**src/rtl/mpr_pkg.sv**
```systemverilog
package mpr_pkg;
    typedef enum logic [2:0] {
        ST_IDLE,
        ST_START,
        ST_DATA,
        ST_MPB,
        ST_STOP
    } rx_state_t;
endpackage

```
**src/rtl/mpr_sync.sv**
```systemverilog
module mpr_sync #(
    parameter int STAGES = 2
) (
    input  logic clk,
    input  logic rst_n,
    input  logic din,
    output logic dout
);
    logic [STAGES-1:0] pipe_q;

    generate
        for (genvar i = 0; i < STAGES; i++) begin : g_stage
            always_ff @(posedge clk or negedge rst_n) begin
                if (!rst_n) pipe_q[i] <= 1'b1;
                else if (i == 0) pipe_q[i] <= din;
                else pipe_q[i] <= pipe_q[(i == 0) ? 0 : i-1];
            end
        end
    endgenerate

    assign dout = pipe_q[STAGES-1];
endmodule

```
**src/rtl/mpr_frame.sv**
```systemverilog
module mpr_frame
    import mpr_pkg::*;
#(
    parameter int DATA_W = 8,
    parameter int OVS    = 16
) (
    input  logic              clk,
    input  logic              rst_n,
    input  logic              tick,
    input  logic              rx,
    input  logic              rx_en,
    input  logic              sync_mode,
    input  logic              mp_fmt,
    output logic              done,
    output logic              stop_ok,
    output logic              mp_bit,
    output logic [DATA_W-1:0] data
);
    localparam int CW = $clog2(OVS);
    localparam int BW = (DATA_W > 1) ? $clog2(DATA_W) : 1;
    localparam logic [CW-1:0] MID  = CW'(OVS/2 - 1);
    localparam logic [CW-1:0] LAST = CW'(OVS - 1);
    localparam logic [BW-1:0] TOPB = BW'(DATA_W - 1);

    rx_state_t         state_q, state_d;
    logic [CW-1:0]     cnt_q;
    logic [BW-1:0]     bit_q;
    logic [DATA_W-1:0] shift_q;
    logic              mp_q, done_q, stop_q;

    wire at_mid = tick && (cnt_q == MID);
    wire at_end = tick && (cnt_q == LAST);

    // next state
    always_comb begin
        state_d = state_q;
        unique case (state_q)
            ST_IDLE:  if (rx_en && !sync_mode && tick && !rx) state_d = ST_START;
            ST_START: if (!rx_en) state_d = ST_IDLE;
                      else if (at_mid) state_d = rx ? ST_IDLE : ST_DATA;
            ST_DATA:  if (!rx_en) state_d = ST_IDLE;
                      else if (at_end && bit_q == TOPB) state_d = mp_fmt ? ST_MPB : ST_STOP;
            ST_MPB:   if (!rx_en) state_d = ST_IDLE;
                      else if (at_end) state_d = ST_STOP;
            ST_STOP:  if (!rx_en || at_end) state_d = ST_IDLE;
            default:  state_d = ST_IDLE;
        endcase
    end

    // state register
    always_ff @(posedge clk or negedge rst_n) begin
        if (!rst_n) state_q <= ST_IDLE;
        else        state_q <= state_d;
    end

    // datapath and outputs
    always_ff @(posedge clk or negedge rst_n) begin
        if (!rst_n) begin
            cnt_q   <= '0;
            bit_q   <= '0;
            shift_q <= '0;
            mp_q    <= 1'b0;
            done_q  <= 1'b0;
            stop_q  <= 1'b1;
        end else begin
            done_q <= 1'b0;
            if (state_q == ST_IDLE || (state_q == ST_START && at_mid)) begin
                cnt_q <= '0;
                bit_q <= '0;
            end else if (tick) begin
                cnt_q <= (cnt_q == LAST) ? '0 : cnt_q + 1'b1;
            end
            if (state_q == ST_DATA && at_end) begin
                shift_q <= {rx, shift_q[DATA_W-1:1]};
                bit_q   <= bit_q + 1'b1;
                mp_q    <= 1'b0;
            end
            if (state_q == ST_MPB && at_end) mp_q <= rx;
            if (state_q == ST_STOP && at_end && rx_en) begin
                done_q <= 1'b1;
                stop_q <= rx;
            end
        end
    end

    assign done    = done_q;
    assign stop_ok = stop_q;
    assign mp_bit  = mp_q;
    assign data    = shift_q;

    AST_IDLE_WHEN_OFF: assert property (@(posedge clk) disable iff (!rst_n)
        !rx_en |=> state_q == ST_IDLE);
    AST_DONE_PULSE: assert property (@(posedge clk) disable iff (!rst_n)
        done_q |=> !done_q);
    AST_NO_START_SYNC: assert property (@(posedge clk) disable iff (!rst_n)
        (state_q == ST_IDLE && sync_mode) |=> state_q == ST_IDLE);
endmodule

```
**src/rtl/mpr_status.sv**
```systemverilog
module mpr_status #(
    parameter int DATA_W = 8
) (
    input  logic              clk,
    input  logic              rst_n,
    input  logic              done,
    input  logic              stop_ok,
    input  logic              mp_bit,
    input  logic [DATA_W-1:0] data,
    input  logic              sync_mode,
    input  logic              mp_fmt,
    input  logic              mpie_wr,
    input  logic              mpie_wd,
    input  logic              clr_full,
    input  logic              clr_fer,
    input  logic              clr_ovr,
    output logic [DATA_W-1:0] rx_data,
    output logic              rx_full,
    output logic              rx_fer,
    output logic              rx_ovr,
    output logic              rx_mpb,
    output logic              mpie
);
    logic [DATA_W-1:0] data_q;
    logic full_q, fer_q, ovr_q, mpb_q, mpie_q;

    wire wait_on = mpie_q && mp_fmt && !sync_mode;
    wire drop    = done && wait_on && !mp_bit;
    wire wake    = done && wait_on && mp_bit;
    wire accept  = done && !drop;

    always_ff @(posedge clk or negedge rst_n) begin
        if (!rst_n) begin
            data_q <= '0;
            full_q <= 1'b0;
            fer_q  <= 1'b0;
            ovr_q  <= 1'b0;
            mpb_q  <= 1'b0;
            mpie_q <= 1'b0;
        end else begin
            if (accept && !full_q) begin
                data_q <= data;
                full_q <= 1'b1;
            end else if (clr_full) begin
                full_q <= 1'b0;
            end
            if (accept && full_q) ovr_q <= 1'b1;
            else if (clr_ovr)     ovr_q <= 1'b0;
            if (accept && !stop_ok) fer_q <= 1'b1;
            else if (clr_fer)       fer_q <= 1'b0;
            if (accept && mp_fmt) mpb_q <= mp_bit;
            if (wake)         mpie_q <= 1'b0;
            else if (mpie_wr) mpie_q <= mpie_wd;
        end
    end

    assign rx_data = data_q;
    assign rx_full = full_q;
    assign rx_fer  = fer_q;
    assign rx_ovr  = ovr_q;
    assign rx_mpb  = mpb_q;
    assign mpie    = mpie_q;

    AST_DROP_NO_EFFECT: assert property (@(posedge clk) disable iff (!rst_n)
        drop |=> $stable(data_q) && (full_q <= $past(full_q)) &&
                 (fer_q <= $past(fer_q)) && (ovr_q <= $past(ovr_q)));
    AST_WAKE_DISARM: assert property (@(posedge clk) disable iff (!rst_n)
        wake |=> !mpie_q && mpb_q);
    AST_OVR_KEEPS_DATA: assert property (@(posedge clk) disable iff (!rst_n)
        (accept && full_q) |=> $stable(data_q) && ovr_q);
endmodule

```
**src/rtl/mpr_rx.sv**
```systemverilog
module mpr_rx #(
    parameter int DATA_W      = 8,
    parameter int OVS         = 16,
    parameter int SYNC_STAGES = 2
) (
    input  logic              clk,
    input  logic              rst_n,
    input  logic              tick,
    input  logic              rx,
    input  logic              rx_en,
    input  logic              sync_mode,
    input  logic              mp_fmt,
    input  logic              mpie_wr,
    input  logic              mpie_wd,
    input  logic              rie,
    input  logic              eie,
    input  logic              clr_full,
    input  logic              clr_fer,
    input  logic              clr_ovr,
    output logic [DATA_W-1:0] rx_data,
    output logic              rx_full,
    output logic              rx_fer,
    output logic              rx_ovr,
    output logic              rx_mpb,
    output logic              mpie,
    output logic              rx_irq,
    output logic              err_irq
);
    logic              rx_s, f_done, f_stop, f_mp;
    logic [DATA_W-1:0] f_data;

    mpr_sync #(.STAGES(SYNC_STAGES)) u_sync (
        .clk(clk), .rst_n(rst_n), .din(rx), .dout(rx_s)
    );

    mpr_frame #(.DATA_W(DATA_W), .OVS(OVS)) u_frame (
        .clk(clk), .rst_n(rst_n), .tick(tick), .rx(rx_s), .rx_en(rx_en),
        .sync_mode(sync_mode), .mp_fmt(mp_fmt), .done(f_done),
        .stop_ok(f_stop), .mp_bit(f_mp), .data(f_data)
    );

    mpr_status #(.DATA_W(DATA_W)) u_status (
        .clk(clk), .rst_n(rst_n), .done(f_done), .stop_ok(f_stop),
        .mp_bit(f_mp), .data(f_data), .sync_mode(sync_mode), .mp_fmt(mp_fmt),
        .mpie_wr(mpie_wr), .mpie_wd(mpie_wd), .clr_full(clr_full),
        .clr_fer(clr_fer), .clr_ovr(clr_ovr), .rx_data(rx_data),
        .rx_full(rx_full), .rx_fer(rx_fer), .rx_ovr(rx_ovr),
        .rx_mpb(rx_mpb), .mpie(mpie)
    );

    assign rx_irq  = rx_full && rie;
    assign err_irq = (rx_fer || rx_ovr) && eie;

    AST_ERR_IRQ_SOURCE: assert property (@(posedge clk) disable iff (!rst_n)
        $rose(err_irq) |-> eie && (rx_fer || rx_ovr));
endmodule

```
**config.mk**
```make
export PLATFORM = sky130hd
export DESIGN_NAME = mpr_rx
export DESIGN_NICKNAME = d
export VERILOG_FILES = /design/src/rtl/mpr_pkg.sv /design/src/rtl/mpr_sync.sv /design/src/rtl/mpr_frame.sv /design/src/rtl/mpr_status.sv /design/src/rtl/mpr_rx.sv
export SDC_FILE = /design/constraint.sdc
export NUM_CORES = 1
export LEC_CHECK = 0
export BUFFER_PORTS_ARGS = -buffer_cell sky130_fd_sc_hd__buf_2
export CELL_PAD_IN_SITES_DETAIL_PLACEMENT = 2
export CELL_PAD_IN_SITES_GLOBAL_PLACEMENT = 2
export CORE_MARGIN = 2
export CORE_UTILIZATION = 35
export CTS_CLUSTER_DIAMETER = 30
export DETAILED_ROUTE_END_ITERATION = 16
export PLACE_DENSITY = 0.82
export SLEW_MARGIN = 0
export SYNTH_ARGS = -nofsm -noshare
export SYNTH_HDL_FRONTEND = slang
export SYNTH_SLANG_ARGS = --single-unit
```
**constraint.sdc**
```tcl
create_clock -name clk -period 2.1 [get_ports clk]
set_input_delay 0.315 -clock clk [delete_from_list [all_inputs] [get_ports clk]]
set_output_delay 0.315 -clock clk [all_outputs]
set_load 0.01 [all_outputs]
```
* Word-level counts from Yosys, hierarchy flattened
Index checks and enable logic that the tools add are counted.
** Cells by class
- Add/sub/neg operators :: 2
- Equal/unequal tests :: 12
- Multiplexer cells :: 27
- Reductions and logical operators :: 42
** Operators with widths (count)
- 3-bit 2-to-1 mux :: 11
- 1-bit logical AND :: 23
- 3-bit one-hot mux with 5 select lines :: 1
- 2-bit nonzero test :: 7
- 4-bit 2-to-1 mux :: 3
- 1-bit 2-to-1 mux :: 11
- 3-bit by 2-bit != test with 1-bit output, second input constant :: 3
- 1-bit logical NOT :: 7
- 3-bit by 2-bit equality test with 1-bit output, second input constant :: 2
- 3-bit equality test, second input constant :: 2
- 5-bit AND reduction :: 1
- 4-bit by 1-bit adder with 4-bit output, second input constant :: 1
- 4-bit by 3-bit equality test with 1-bit output, second input constant :: 1
- 4-bit equality test, second input constant :: 1
- 2-bit by 1-bit != test with 1-bit output, second input constant :: 2
- 3-bit by 1-bit adder with 3-bit output, second input constant :: 1
- 3-bit by 1-bit equality test with 1-bit output, second input constant :: 1
- 3-bit logical NOT :: 1
- 1-bit logical OR :: 3
- 2-bit 2-to-1 mux :: 1
** Storage, ports and cells
- Flip-flop bits (word level) :: 36
- Input bits :: 14
- Output and inout port bits :: 15
- Word-level logic and storage cells :: 98

* Longest topological paths before layout
- Depth after elaboration :: 8
- Gate-level depth with buffers :: 6
- Depth with buffers taken out :: 6

* Hierarchy
From an unflattened synthesis, not the netlist that was laid out.
** Unflattened totals
- Cells, all modules :: 142
- Area, all modules :: 1736.7 µm²
** By module, submodules not included
- mpr_frame :: instances 1, cells each 101, area each 1093.5 µm², sequential area each 526.8 µm²
- mpr_status :: instances 1, cells each 37, area each 576.8 µm², sequential area each 325.3 µm²
- mpr_sync :: instances 1, cells each 2, area each 52.6 µm², sequential area each 52.6 µm²
- mpr_rx :: instances 1, cells each 2, area each 13.8 µm², sequential area each 0.0 µm²

* Worst setup path after synthesis
Ideal clock, no wire load.
- Kind :: register to register
- Start :: reg u_frame.cnt_q[0]
- End :: reg u_frame.bit_q[0]
- Library setup time :: 0.125 ns
- Arrival time :: 1.422 ns
- Required time :: 1.975 ns
- Setup slack :: 0.553 ns
- Stages on the path, launching flop included :: 6
- Buffers on the path :: 0
- Clock period less this slack :: 1.547 ns
- Cells stage by stage :: dfrtp_1 > ha_1 > nand4b_2 > a211oi_2 > nor2_1 > mux2_4
** On the way
- Cells in the longest elaborated chain, start to end :: 5
- Elaborated cells on any way between the ends :: 9
- Those cells by class :: 2 x eq/ne; 1 x mux; 6 x reduce/logical
** Ends and longest elaborated chain
- from (decl) :: RTL line mpr_frame.sv:26 : logic [CW-1:0] cnt_q;
- from (signal assigned) :: RTL line mpr_frame.sv:71 : cnt_q <= (cnt_q == LAST) ? '0 : cnt_q + 1'b1;
- 4-bit by 3-bit equality test with 1-bit output :: RTL line mpr_frame.sv:31 : wire at_mid = tick && (cnt_q == MID);
- 1-bit logical AND :: RTL line mpr_frame.sv:31
- 1-bit logical AND :: RTL line mpr_frame.sv:67 : if (state_q == ST_IDLE || (state_q == ST_START && at_mid)) begin
- 1-bit logical OR :: RTL line mpr_frame.sv:67
- 2-bit nonzero test (no line)
- to (signal assigned) :: RTL line mpr_frame.sv:75 : bit_q <= bit_q + 1'b1;
- to (decl) :: RTL line mpr_frame.sv:27 : logic [BW-1:0] bit_q;
Parallel ways exist; a longest one is shown, timed or not.
A chain may end at the register's enable or synchronous reset.

* Final worst setup path
Ends and elaborated chain as after synthesis.

==> results.py <==
metrics = {
    "place": {
        "place_congestion": 0.800,
        "dp_slack_ns": 0.269,
        "dp_hpwl_um": 2940,
        "port_buffers": 28,
        "dp_cells": 225,
    },
    "setup_path": {
        "cp.required_ns": 2.27,
        "worstPathArrival_ns": 1.98,
        "cp-start-kind": "flop",
        "worstPathMaxFanout": 6,
        "crit_type": "flop to flop",
        "end_kind": "flop",
    },
    "sta": {
        "slew_violations": 0,
        "max_slew_margin_pct": 46.9,
        "hold_violations": 0,
        "fin_skew_ns": 0.00758,
        "fmax_mhz": 555,
        "period_share_pct": 85.8,
        "grt_setup_unrepaired": "no",
        "tightest_slew_ns": 0.797,
        "finalSetupViolations": 0,
        "finalCriticalPeriod_ns": 1.80,
        "setup_slack_ns": 0.299,
        "setup_tns_ns": 0,
    },
    "detailed_routing": {
        "wl_met1_um": 1540,
        "vias_per_cell": 5.21,
        "route.vias.total": 1215,
        "route.met3.wl_um": 156,
        "ant_nets": 0,
        "first_pass_iters": 3,
        "wl_met2_um": 2110,
        "drc_errors": 0,
        "wl_per_cell_um": 16.6,
        "drtIter0Drc": 51,
        "highest_layer": "met4",
        "routed_wl_um": 3860,
    },
    "grt": {
        "grt_antenna_before_repair": 0,
        "overflow": 0,
        "grt_max_degree": 37,
        "grt_usage_pct": 17.3,
        "grt_pass1_vias": 1391,
        "grt_first_pass_wirelength_um": 6830,
    },
    "power_and_ir_drop": {
        "p_leak_nw": 0.974,
        "ir_drop_mv": 0.304,
        "total_power_mw": 1.36,
        "power_density_mw_per_mm2": 713,
    },
    "run": {
        "cap_violations": 0,
    },
    "clock_network": {
        "post_cts_resized": 0,
        "post_cts_buffers": 0,
        "clk_latency_ns": 0.29,
        "path_clk_slew_ns": 0.07,
        "clock-root-buffer": "clkbuf_8",
        "clk_path_buf_depth": 2,
        "cts_made_buffers": 5,
        "cts_hold_buf": 0,
        "cts.sinks": 36,
        "cts_tree": "yes",
        "htreeDepth": 2,
    },
    "die": {
        "die_h_um": 72.0,
        "coreArea_mm2": 0.00441,
        "io_pins": 29,
        "start_util_pct": 36.7,
        "die_w_um": 72.0,
        "fp-row-count": 24,
        "die-area_mm2": 0.00519,
    },
    "yosys": {
        "synth_area_per_cell_um2": 10.9,
        "synth_cells": 149,
        "seq_area_frac_synth_pct": 55.9,
        "yosys_warnings": 0,
        "ys_seq_elements": 36,
        "syn_nets": 166,
        "synth_area_mm2": 0.00162,
        "synth.distinct_cells": 39,
        "synth_edf_count": 0,
        "synth_flop_cell": "dfrtp_1",
        "synthArstFlopShare_pct": 100,
    },
    "cells_and_area": {
        "area_growth_pct": 17.9,
        "final_cells": 233,
        "drive_gt1_share_pct": 31.5,
        "fin_nets": 197,
        "antenna_cells": 0,
        "final_core_util_pct": 43.3,
    },
    "hold_path": {
        "hold_path_class": "primary input to async pin",
    },
    "status": {
        "status": "complete, no violations",
    },
}
==> registers in the layout, indices dropped and copies added (netlist names), 3 cells and up <==
| signal | count |
|---|---|
| u_frame.state_q | 3 |
| u_frame.bit_q | 3 |
| u_status.rx_data | 8 |
| u_frame.data | 8 |
| u_frame.cnt_q | 4 |
==> cell type report <==
cell class / instances / area, µm²
clock inverter: 3 / 42.5
timing repair buffer: 29 / 148
fill: 477 / 2500
clock buffer: 5 / 68.8
inverter: 6 / 22.5
sequential: 36 / 905
tap: 52 / 65.1
multi-input combinational: 102 / 658
==> cells in the mapped netlist (2+ instances only) <==
master	number	area share [%]
and2_1	3	1.2
mux2i_1	3	1.9
a311oi_1	2	1.1
o22ai_1	2	0.77
nor2b_1	2	0.77
nand2b_1	2	0.77
dfstp_2	3	4.9
a21oi_1	7	2.2
nor2_1	7	1.6
or3_1	3	1.2
buf_2	3	0.93
ha_1	3	2.3
o21ai_0	6	1.9
nor4b_1	2	1.1
nand2_1	32	7.4
a22o_2	2	1.2
mux2_2	8	5.6
dfrtp_1	33	51
inv_1	6	1.4
==> worst max-delay path, cell delays in order (launching register included) <==
cell and delay (ns):
dfrtp_1 0.42, ha_1 0.29, nand4b_2 0.18, a211oi_2 0.39
nor2_1 0.13, mux2_4 0.28
==> report_power, final <==
group,leakage [nW],internal (mW),total (mW),switching [mW]
clock,0.0541,0.351,0.611,0.259
combinational,0.430,0.0165,0.0460,0.0295
sequential,0.490,0.699,0.706,0.00631
==> path summary, 6_finish.rpt <==
kind / startpoint / to / slack (ns) / depth (start not counted)
max in group asynchronous: rst_n / u_frame.data[2] / 1.49 / 1
min in group clk: rx / u_sync.pipe_q[0] / 0.13 / 1
hold / removal: rst_n / u_frame.cnt_q[2] / 0.11 / 1
setup / recovery: u_frame.cnt_q[0] / u_frame.bit_q[0] / 0.30 / 5
setup reg to reg: u_frame.cnt_q[0] / u_frame.bit_q[0] / 0.30 / 5
hold reg to reg: u_sync.pipe_q[0] / u_sync.dout / 0.36 / 0
==> per-stage QoR <==
stage               hold slack, ns  area, µm²
floorplan                   0.0194       1620
global placement             0.348       1800
detailed placement           0.356       1800
CTS                          0.118       1910
global route                 0.106       1910
finish                       0.110       1910
==> cells in the final DEF (no fill, tap or decap), drive strengths merged, types with 2 or more instances in the layout <==
master | synthesis | routed
clkbuf | 0 | 5
a22o | 2 | 2
nand2 | 32 | 32
mux2i | 3 | 3
a21oi | 7 | 7
nor4b | 2 | 2
ha | 3 | 3
mux2 | 10 | 10
or3 | 3 | 3
buf | 5 | 29
o22ai | 2 | 2
and2 | 3 | 3
inv | 6 | 6
dfrtp | 33 | 33
nand2b | 2 | 2
o21ai | 8 | 8
dfstp | 3 | 3
nand4b | 2 | 2
nor2b | 2 | 2
a311oi | 2 | 2
nor2 | 8 | 8
==> logic make-up (layout without fill, tap and decap cells) <==
kind of cell	count (synthesis)	in the layout	share of synthesized area [%]
mux	13	13	9.04
simple gates	61	61	19.1
fa+ha+maj	3	3	2.32
buf+inv	11	43	3.48
compound gates	25	25	10.2
flops	36	36	55.9
==> per-layer routing <==
| layer | global-route usage, % | vias up |
|---|---|---|
| li1 | - | 575 |
| met1 | 19.6 | 611 |
| met2 | 31.8 | 23 |
| met3 | 4.72 | 6 |
| met4 | 5.03 | 0 |
| met5 | 0 | - |
Power figures use the tool's default switching activity.
